File: src/rtl/mrk_fifo_pkg.sv
package mrk_fifo_pkg;

   // Read-side sequencing for the rewind operation
   typedef enum logic [1:0] {
      RT_IDLE  = 2'd0,
      RT_SETUP = 2'd1,
      RT_HOLD  = 2'd2
   } rt_state_e;

endpackage

File: src/rtl/mrk_fifo_store.sv
module mrk_fifo_store #(
   parameter int DATA_W      = 16,
   parameter int AW          = 4,
   parameter bit CLEAR_STORE = 1'b0
) (
   input  logic              clk,
   input  logic              rst_n,
   input  logic              we,
   input  logic [AW-1:0]     waddr,
   input  logic [DATA_W-1:0] wdata,
   input  logic [AW-1:0]     raddr,
   output logic [DATA_W-1:0] rdata
);

   localparam int DEPTH = 1 << AW;

   logic [DATA_W-1:0] mem [DEPTH];

   generate
      if (CLEAR_STORE) begin : g_clr
         always_ff @(posedge clk or negedge rst_n) begin
            if (!rst_n) begin
               for (int i = 0; i < DEPTH; i++) mem[i] <= '0;
            end else if (we) begin
               mem[waddr] <= wdata;
            end
         end
      end else begin : g_plain
         always_ff @(posedge clk) begin
            if (we) mem[waddr] <= wdata;
         end
      end
   endgenerate

   // Asynchronous read; the read controller registers the result
   assign rdata = mem[raddr];

endmodule

File: src/rtl/mrk_fifo_wctl.sv
module mrk_fifo_wctl #(
   parameter int AW = 4,
   parameter int PW = AW + 1
) (
   input  logic          clk,
   input  logic          rst_n,
   input  logic          wr_en,
   input  logic          mark_on,
   input  logic [PW-1:0] rd_ptr,
   input  logic [PW-1:0] mark_ptr,
   output logic [PW-1:0] wr_ptr,
   output logic          wr_fire,
   output logic          full
);

   localparam logic [PW-1:0] CAP = {1'b1, {AW{1'b0}}};

   logic [PW-1:0] base;
   logic [PW-1:0] span;

   // The oldest location the writer must protect
   assign base    = mark_on ? mark_ptr : rd_ptr;
   assign span    = wr_ptr - base;
   assign full    = (span == CAP);
   assign wr_fire = wr_en & ~full;

   always_ff @(posedge clk or negedge rst_n) begin
      if (!rst_n) begin
         wr_ptr <= '0;
      end else if (wr_fire) begin
         wr_ptr <= wr_ptr + PW'(1);
      end
   end

endmodule

File: src/rtl/mrk_fifo_rctl.sv
module mrk_fifo_rctl
   import mrk_fifo_pkg::*;
#(
   parameter int DATA_W    = 16,
   parameter int AW        = 4,
   parameter int PW        = AW + 1,
   parameter int MARK_GAP  = 4,
   parameter int SETUP_CYC = 2
) (
   input  logic              clk,
   input  logic              rst_n,
   input  logic              rd_en,
   input  logic              mark,
   input  logic              replay_n,
   input  logic [PW-1:0]     wr_ptr,
   input  logic [DATA_W-1:0] mem_rdata,
   output logic [AW-1:0]     mem_raddr,
   output logic [DATA_W-1:0] rd_data,
   output logic              rd_valid,
   output logic [PW-1:0]     rd_ptr,
   output logic [PW-1:0]     mark_ptr,
   output logic              mark_on,
   output rt_state_e         rd_state
);

   localparam int CW = (SETUP_CYC > 1) ? $clog2(SETUP_CYC) : 1;
   localparam logic [CW-1:0] CNT_INIT = CW'(SETUP_CYC - 1);
   localparam logic [PW-1:0] GAP_P    = PW'(MARK_GAP);

   logic          mark_q;
   logic          replay_q;
   logic [CW-1:0] setup_cnt;

   logic          pop;
   logic          rt_go;
   logic          capture;
   logic          gap_ok;
   logic          load;
   logic          avail;
   logic [PW-1:0] next_head;
   logic [PW-1:0] stored;

   assign stored    = wr_ptr - rd_ptr;
   assign gap_ok    = (stored >= GAP_P);
   assign capture   = mark & ~mark_q;
   assign pop       = rd_valid & rd_en & (rd_state == RT_IDLE);
   assign rt_go     = (rd_state == RT_IDLE) & mark_on & replay_q & ~replay_n & ~rd_en;
   assign next_head = rd_ptr + PW'(pop);
   assign avail     = (next_head != wr_ptr);
   assign load      = ((rd_state == RT_IDLE) & ~rt_go) |
                      ((rd_state == RT_HOLD) & replay_n);
   assign mem_raddr = next_head[AW-1:0];

   // Mark capture and arming
   always_ff @(posedge clk or negedge rst_n) begin
      if (!rst_n) begin
         mark_q   <= 1'b0;
         mark_ptr <= '0;
         mark_on  <= 1'b0;
      end else begin
         mark_q <= mark;
         if (capture) mark_ptr <= rd_ptr;
         mark_on <= mark & (capture ? gap_ok : mark_on);
      end
   end

   // Rewind sequencer
   always_ff @(posedge clk or negedge rst_n) begin
      if (!rst_n) begin
         replay_q  <= 1'b1;
         rd_state  <= RT_IDLE;
         setup_cnt <= '0;
      end else begin
         replay_q <= replay_n;
         if (rt_go) begin
            rd_state  <= RT_SETUP;
            setup_cnt <= CNT_INIT;
         end else begin
            case (rd_state)
               RT_SETUP: begin
                  if (setup_cnt == '0) rd_state <= RT_HOLD;
                  else                 setup_cnt <= setup_cnt - CW'(1);
               end
               RT_HOLD: begin
                  if (replay_n) rd_state <= RT_IDLE;
               end
               default: ;
            endcase
         end
      end
   end

   // Read pointer and fall-through output register
   always_ff @(posedge clk or negedge rst_n) begin
      if (!rst_n) begin
         rd_ptr   <= '0;
         rd_valid <= 1'b0;
         rd_data  <= '0;
      end else begin
         rd_ptr <= rt_go ? mark_ptr : next_head;
         if (rt_go) begin
            rd_valid <= 1'b0;
         end else if (load) begin
            rd_valid <= avail;
            if (avail) rd_data <= mem_rdata;
         end
      end
   end

endmodule

File: src/rtl/mrk_fifo.sv
module mrk_fifo
   import mrk_fifo_pkg::*;
#(
   parameter int DATA_W      = 16,
   parameter int DEPTH_LOG2  = 4,
   parameter int MARK_GAP    = 4,
   parameter int SETUP_CYC   = 2,
   parameter bit CLEAR_STORE = 1'b0
) (
   input  logic              clk,
   input  logic              rst_n,
   input  logic              wr_en,
   input  logic [DATA_W-1:0] wr_data,
   output logic              full,
   input  logic              rd_en,
   output logic [DATA_W-1:0] rd_data,
   output logic              rd_valid,
   input  logic              mark,
   input  logic              replay_n
);

   localparam int AW    = DEPTH_LOG2;
   localparam int PW    = AW + 1;
   localparam int DEPTH = 1 << AW;

   initial begin
      if (DATA_W < 1)                          $error("mrk_fifo: DATA_W must be positive");
      if (DEPTH_LOG2 < 2)                      $error("mrk_fifo: DEPTH_LOG2 must be at least 2");
      if (MARK_GAP < 1 || MARK_GAP >= DEPTH)   $error("mrk_fifo: MARK_GAP out of range");
      if (SETUP_CYC < 1)                       $error("mrk_fifo: SETUP_CYC must be at least 1");
   end

   logic [PW-1:0]     wr_ptr;
   logic [PW-1:0]     rd_ptr;
   logic [PW-1:0]     mark_ptr;
   logic              mark_on;
   logic              wr_fire;
   logic [AW-1:0]     mem_raddr;
   logic [DATA_W-1:0] mem_rdata;
   rt_state_e         rd_state;

   mrk_fifo_store #(
      .DATA_W      (DATA_W),
      .AW          (AW),
      .CLEAR_STORE (CLEAR_STORE)
   ) u_store (
      .clk   (clk),
      .rst_n (rst_n),
      .we    (wr_fire),
      .waddr (wr_ptr[AW-1:0]),
      .wdata (wr_data),
      .raddr (mem_raddr),
      .rdata (mem_rdata)
   );

   mrk_fifo_wctl #(
      .AW (AW),
      .PW (PW)
   ) u_wctl (
      .clk      (clk),
      .rst_n    (rst_n),
      .wr_en    (wr_en),
      .mark_on  (mark_on),
      .rd_ptr   (rd_ptr),
      .mark_ptr (mark_ptr),
      .wr_ptr   (wr_ptr),
      .wr_fire  (wr_fire),
      .full     (full)
   );

   mrk_fifo_rctl #(
      .DATA_W    (DATA_W),
      .AW        (AW),
      .PW        (PW),
      .MARK_GAP  (MARK_GAP),
      .SETUP_CYC (SETUP_CYC)
   ) u_rctl (
      .clk       (clk),
      .rst_n     (rst_n),
      .rd_en     (rd_en),
      .mark      (mark),
      .replay_n  (replay_n),
      .wr_ptr    (wr_ptr),
      .mem_rdata (mem_rdata),
      .mem_raddr (mem_raddr),
      .rd_data   (rd_data),
      .rd_valid  (rd_valid),
      .rd_ptr    (rd_ptr),
      .mark_ptr  (mark_ptr),
      .mark_on   (mark_on),
      .rd_state  (rd_state)
   );

endmodule

File: config.mk
export PLATFORM = sky130hd
export DESIGN_NAME = mrk_fifo
export DESIGN_NICKNAME = d
export VERILOG_FILES = /design/src/rtl/mrk_fifo_pkg.sv /design/src/rtl/mrk_fifo_store.sv /design/src/rtl/mrk_fifo_wctl.sv /design/src/rtl/mrk_fifo_rctl.sv /design/src/rtl/mrk_fifo.sv
export SDC_FILE = /design/constraint.sdc
export NUM_CORES = 1
export LEC_CHECK = 0
export BUFFER_PORTS_ARGS = -buffer_cell sky130_fd_sc_hd__buf_2
export CAP_MARGIN = 20
export CORE_MARGIN = 8
export CORE_UTILIZATION = 55
export DETAILED_ROUTE_END_ITERATION = 8
export PLACE_DENSITY = 0.75
export SETUP_SLACK_MARGIN = 0.2
export SLEW_MARGIN = 5
export SYNTH_ARGS = -nofsm -noshare
export SYNTH_HDL_FRONTEND = slang
export SYNTH_SLANG_ARGS = --single-unit
File: constraint.sdc
create_clock -name clk -period 4.3 [get_ports clk]
set_input_delay 0.215 -clock clk [delete_from_list [all_inputs] [get_ports clk]]
set_output_delay 0.215 -clock clk [all_outputs]
set_load 0.05 [all_outputs]
==> impl_metrics.py, run 1 <==
metrics = {
    "synth": {
        "synth_top_family_by_area": "multiplexers",
        "netlist_area_um2": 11900,
        "synth_mux_area_share_pct": 13.0,
        "synth.avg_cell_area_um2": 17.7,
        "yosys_warnings": 0,
        "syn_nets": 716,
        "synthSimpleGateAreaFrac_pct": 7.06,
        "synth_compound_area_share_pct": 2.32,
        "synthAdderAreaFrac_pct": 2.05,
        "synthXorXnorAreaFrac_pct": 1.65,
        "ys_seq_area_share_pct": 72.4,
        "synthCells": 675,
        "synth_seq_cells": 294,
        "ys_types": 40,
    },
    "detailed_routing": {
        "vias": 6312,
        "avgRoutedWirePerCell_um": 24.4,
        "drt-total-wl_um": 25500,
        "vias_per_cell": 6.02,
        "route.detailed.drc": 0,
        "ant_nets": 0,
        "drt_pass1_iterations": 5,
        "drt_iter0_markers": 648,
    },
    "grt": {
        "grt_usage_pct": 19.7,
        "grt_overflow_total": 0,
        "grt_max_degree": 41,
        "grt_first_pass_wirelength_um": 39400,
        "antenna_found_initial": 3,
        "grt_pass1_vias": 6649,
    },
    "cells_and_area": {
        "final_cell_mix": "edfxtp_1 (256), nand2_1 (114), mux4_2 (64)",
        "syn_to_final_growth_pct": 14.0,
        "final_common_cell": "edfxtp_1",
        "drive_gt1_share_pct": 26.6,
        "nNetsFinal": 786,
        "fillCellCount": 1489,
        "final_area_um2": 13600,
        "final_core_util_pct": 63.1,
        "antenna_cells": 0,
    },
    "placement": {
        "io_buffer_count": 39,
        "place_hpwl_um": 15100,
        "gp_congestion": 0.850,
        "dp_slack_ns": 0.853,
        "place_area_um2": 12600,
    },
    "worst_setup_path": {
        "worstSetupEndpointType": "flip-flop",
        "critPathRequiredTime_ns": 4.47,
        "startpoint_type": "flip-flop",
        "cpMaxStageDelayCell": "and3_1",
        "cp_max_fo": 16,
        "crit_top_cell": "and3_1",
        "worstSetupPathType": "flip-flop to flip-flop",
        "crit_chain": "mux2_2, ha_1, nor2b_1, o21ai_0, and3_1, o2111a_2, nor3b_2, and3_1",
        "cp_slowest_stage_delay_ns": 0.85,
        "crit_arrival_ns": 3.62,
    },
    "die": {
        "dieArea_um2": 26700,
        "die_h_um": 163,
        "die_w_um": 163,
        "fp-row-count": 54,
        "initial_utilization_pct": 55.4,
        "io_pins": 40,
        "core_area_um2": 21600,
    },
    "clock_tree": {
        "cts-root-buf": "clkbuf_16",
        "clk_pin_slew_ns": 0.06,
        "cts_buffers": 29,
        "clockBufferDepth": 3,
        "cts_sinks": 294,
        "clock_latency_ns": 0.55,
        "cts_tree": "done",
        "htreeDepth": 1,
    },
    "sta": {
        "finalSetupTns_ns": 0,
        "setup_viol": 0,
        "fin_skew_ns": 0.00870,
        "tightest_slew_ns": 0.973,
        "period_minus_slack_ns": 3.44,
        "rsz0062_at_grt": "no",
        "timing.final.crit_share_pct": 80.1,
        "report.final.slew_viol_count": 0,
        "hold_violations": 0,
        "fmax_mhz": 290,
        "relSlewSlack_pct": 35.2,
        "setup_ws_ns": 0.855,
    },
    "power": {
        "p_leak_uw": 0.00477,
        "power_uw": 10500,
        "irDropWorstVdd_mv": 0.460,
        "pwr_density_cell_nw_per_um2": 772,
    },
    "hold_path": {
        "hp-class": "primary input to flip-flop",
    },
    "job": {
        "maxCapViolCount": 0,
    },
    "status": {
        "outcome": "finished, final reports clean",
    },
}
## cells in the mapped netlist
cell / n / area share, %
a21o_1: 2 / 0.13
a21oi_1: 8 / 0.34
a41oi_1: 1 / 0.073
and2_1: 3 / 0.16
and3_1: 4 / 0.21
buf_1: 5 / 0.16
buf_2: 10 / 0.42
buf_6: 2 / 0.19
clkbuf_1: 15 / 0.47
dfrtp_1: 37 / 7.8
dfstp_2: 1 / 0.22
edfxtp_1: 256 / 64
fa_1: 1 / 0.17
ha_1: 18 / 1.9
inv_1: 10 / 0.31
mux2_2: 6 / 0.57
mux2i_1: 3 / 0.25
mux2i_2: 1 / 0.12
mux4_2: 64 / 12
nand2_1: 114 / 3.6
nand2b_1: 1 / 0.052
nand3_1: 19 / 0.80
nand3b_1: 3 / 0.19
nand4_1: 2 / 0.10
nor2_1: 7 / 0.22
nor2b_1: 4 / 0.21
nor3_1: 3 / 0.13
nor3_2: 3 / 0.25
nor3b_2: 5 / 0.52
nor4_1: 2 / 0.10
nor4_2: 1 / 0.10
nor4_4: 2 / 0.36
o2111a_2: 1 / 0.10
o21ai_0: 38 / 1.6
o21ai_1: 2 / 0.084
or2_4: 1 / 0.073
xnor2_1: 9 / 0.66
xnor2_2: 1 / 0.14
xnor3_1: 1 / 0.19
xor2_1: 9 / 0.66
## layout make-up
class                      instances  area, um2  area share [%]
clock buffer                      44        822            6.04
tap                              280        350            2.57
clock inverter                    10        114           0.837
sequential                       294       8640            63.5
timing repair buffer              71        480            3.53
inverter                          10       37.5           0.276
multi-input combinational        339       3170            23.3
## stage by stage
step,hold WS (ns),std cells
2_1_floorplan,-0.0806,675
3_3_place_gp,0.359,991
3_5_place_dp,0.369,991
4_1_cts,0.0152,1048
5_1_grt,0.0333,1048
6_report,0.0340,1048
## worst max-delay path: cells and delay by family, from the launching register on
family	cells	cell delay, ns
flops	1	0.54
compound gates	2	0.41
mux	1	0.38
simple gates	4	1.50
fa+ha+maj	1	0.22
## report_power, final
group	leakage (uW)	internal, uW	switching, uW
combinational	0.00155	1780	2440
clock	0.000462	1440	1020
sequential	0.00277	3550	269
total	0.00477	6780	3730
## per-layer routing
layer / track usage, % / vias up / routed length, um
li1: - / 2746 / -
met4: 7.92 / 6 / 964
met1: 25.6 / 3240 / 10200
met5: 0 / - / 30
met2: 31.9 / 251 / 12400
met3: 4.56 / 69 / 1920
## state kept, by name (all words and copies together), names as in the netlist
register	flops
u_rctl.rd_ptr	5
u_rctl.mark_q	1
u_store.mem	256
u_rctl.setup_cnt	1
u_rctl.rd_data	16
u_rctl.rd_state	2
u_wctl.wr_ptr	5
u_rctl.mark_on	1
u_rctl.rd_valid	1
u_rctl.replay_q	1
u_rctl.mark_ptr	5
## worst paths after layout
check / slack [ns] / to / startpoint / depth (start not counted)
setup / recovery: 0.86 / u_store.mem[6][12] / u_rctl.mark_on / 8
hold / removal: 0.03 / u_store.mem[7][6] / wr_data[6] / 1
setup reg to reg: 0.86 / u_store.mem[6][12] / u_rctl.mark_on / 8
hold reg to reg: 0.48 / u_rctl.rd_data[8] / u_rctl.rd_data[8] / 2
max in group asynchronous: 3.33 / u_rctl.rd_data[12] / rst_n / 2
min in group asynchronous: 0.36 / u_rctl.rd_ptr[2] / rst_n / 2
## what timing repair did
action,4_1_cts,5_1_grt
hold endpoints to repair,40,0
resized for setup,0,0
hold buffers,3,0
buffers inserted,0,0
## logic make-up after synthesis
logic type / count (synthesis)
AOI/OAI and AO/OA: 52
xor gates and xnor gates: 20
adders and majority gates: 19
buffers and inverters: 42
DFF: 294
muxes: 74
and+or+nand+nor: 174
Power figures use the tool's default switching activity.
==> run 2: changes to the inputs <==
Clock period 4.3 ns to 3.4 ns, I/O delays scaled along.
==> run 2 against run 1 <==
Compared with the run above: sequential share of layout area shrank 1.1 points; wire length decreased by 0.32%; non-clock buffer count rose by 11; setup slack worse by 0.50 ns.
==> impl_metrics.py, run 2 (synthesis gave the netlist of run 1 again) <==
metrics = {
    "clock_tree": {
        "clock_latency_ns": 0.54,
        "clockBufferDepth": 3,
        "cts-root-buf": "clkbuf_16",
        "cts_buffers": 28,
        "cts_tree": "done",
        "htreeDepth": 1,
        "cts_sinks": 294,
        "clk_pin_slew_ns": 0.06,
    },
    "grt": {
        "use_met2_pct": 32.6,
        "gr-usage-met1_pct": 26.2,
        "grt_overflow_total": 0,
        "grt_usage_pct": 19.5,
        "grt_first_pass_wirelength_um": 39200,
        "gr-usage-met3_pct": 3.25,
        "antenna_found_initial": 0,
        "grt.busiest_layer": "met2",
        "grt_max_degree": 43,
        "grt_pass1_vias": 6717,
    },
    "placement": {
        "io_buffer_count": 39,
        "gp_congestion": 0.813,
        "place_hpwl_um": 16300,
        "dp_slack_ns": 0.376,
    },
    "sta": {
        "period_minus_slack_ns": 3.04,
        "setup_viol": 0,
        "timing.final.crit_share_pct": 89.5,
        "finalSetupTns_ns": 0,
        "tightest_slew_ns": 0.941,
        "report.final.slew_viol_count": 0,
        "rsz0062_at_grt": "no",
        "fmax_mhz": 329,
        "setup_ws_ns": 0.357,
        "fin_skew_ns": 0.0173,
        "hold_violations": 0,
        "relSlewSlack_pct": 37.3,
    },
    "worst_setup_path": {
        "cp_slowest_stage_delay_ns": 0.40,
        "worstSetupPathType": "flip-flop to flip-flop",
        "worstSetupEndpointType": "flip-flop",
        "startpoint_type": "flip-flop",
        "critPathRequiredTime_ns": 3.61,
        "cp_max_fo": 12,
        "crit_top_cell": "buf_4",
        "crit_chain": "buf_4, mux2i_1, ha_1, o21ai_0, and3_1, o2111a_2, or2_4, buf_4, nor4_4, buf_4",
        "cpMaxStageDelayCell": "dfrtp_1",
        "crit_arrival_ns": 3.25,
    },
    "power": {
        "pwr_density_cell_nw_per_um2": 1000,
        "irDropWorstVdd_mv": 0.802,
        "p_leak_uw": 0.00487,
    },
    "detailed_routing": {
        "drt_iter0_markers": 499,
        "ant_nets": 0,
        "drt-total-wl_um": 25500,
        "route.detailed.drc": 0,
        "vias_per_cell": 6.02,
        "drt_pass1_iterations": 5,
        "vias": 6363,
        "avgRoutedWirePerCell_um": 24.1,
    },
    "cells_and_area": {
        "largest_register": "u_store.mem",
        "antenna_cells": 0,
        "final_common_cell": "edfxtp_1",
        "drive_gt1_share_pct": 28.6,
        "final_cell_mix": "edfxtp_1 (256), nand2_1 (114), mux4_2 (64)",
        "final_core_util_pct": 64.3,
        "largest_reg_flops": 256,
        "syn_to_final_growth_pct": 16.0,
        "largest_registers": "u_store.mem: 256 flops, u_rctl.rd_data: 16 flops",
        "nNetsFinal": 796,
    },
    "die": {
        "fp-row-count": 54,
        "die_h_um": 163,
        "die_w_um": 163,
        "io_pins": 40,
        "dieArea_um2": 26700,
        "core_area_um2": 21600,
        "initial_utilization_pct": 55.4,
    },
    "job": {
        "maxCapViolCount": 0,
    },
    "hold_path": {
        "hp-class": "primary input to flip-flop",
    },
    "status": {
        "outcome": "finished, final reports clean",
    },
}
## run 2: cell count changes in the layout (fill, tap and decap cells not counted), sizes merged
| cell | previous run | this run |
|---|---|---|
| clkbuf | 44 | 33 |
| bufinv | 2 | 6 |
| buf | 68 | 79 |
| clkinv | 7 | 8 |
| clkinvlp | 0 | 4 |
## run 2: final cells by class
type | instances | area, um2
clock inverters | 19 | 259
multi-input cells | 339 | 3200
fillers | 1457 | 7700
repair buffers | 82 | 599
well taps | 280 | 350
flip-flops and latches | 294 | 8640
clock buffers | 33 | 761
inverters | 10 | 37.5
## run 2: stage by stage
step,total power [uW],cells,area [um2],hold WS (ns)
floorplan,8790,675,12000,-0.126
global placement,10400,1000,12800,0.304
detailed placement,10500,1000,12800,0.306
CTS,13900,1056,13800,0.00705
global route,14600,1057,13900,0.0150
finish,13900,1057,13900,0.0249
## run 2: power breakdown
group	switching [uW]	leakage (uW)	internal [uW]
Clock	1300	0.000488	2060
Sequential	254	0.00277	4490
Combinational	3310	0.00161	2430
Total	4870	0.00487	8990
## run 2: routing by layer
metal / vias up / routed length, um
met5: - / 0
li1: 2764 / -
met2: 251 / 12700
met1: 3315 / 10500
met3: 33 / 1840
met4: 0 / 467
## run 2: path summary, 6_finish.rpt
kind | start | to | slack (ns) | depth (start not counted)
worst max-delay path | u_rctl.mark_on | u_store.mem[1][13] | 0.36 | 10
worst min-delay path | wr_data[2] | u_store.mem[5][2] | 0.02 | 1
max in group asynchronous | rst_n | u_rctl.rd_data[11] | 2.48 | 2
min in group asynchronous | rst_n | u_rctl.rd_data[7] | 0.32 | 2
worst max register to register | u_rctl.mark_on | u_store.mem[1][13] | 0.36 | 10
worst min register to register | u_rctl.rd_data[5] | u_rctl.rd_data[5] | 0.49 | 2
## run 2: what timing repair did
| item | CTS | global route |
|---|---|---|
| hold endpoints to repair | 41 | 0 |
| buffers inserted | 1 | 0 |
| gates resized for setup | 0 | 3 |
| pin swaps | 1 | 0 |
| hold buffers | 3 | 0 |
| setup endpoints to repair | 1 | 44 |
## run 2: worst max-delay path, delay by kind of cell (launching register included)
| family | cells | cell delay (ns) |
|---|---|---|
| AOI/OAI and AO/OA | 2 | 0.42 |
| buffers and inverters | 3 | 0.70 |
| DFF | 1 | 0.40 |
| muxes | 1 | 0.15 |
| adders and majority gates | 1 | 0.33 |
| and+or+nand+nor | 3 | 0.72 |
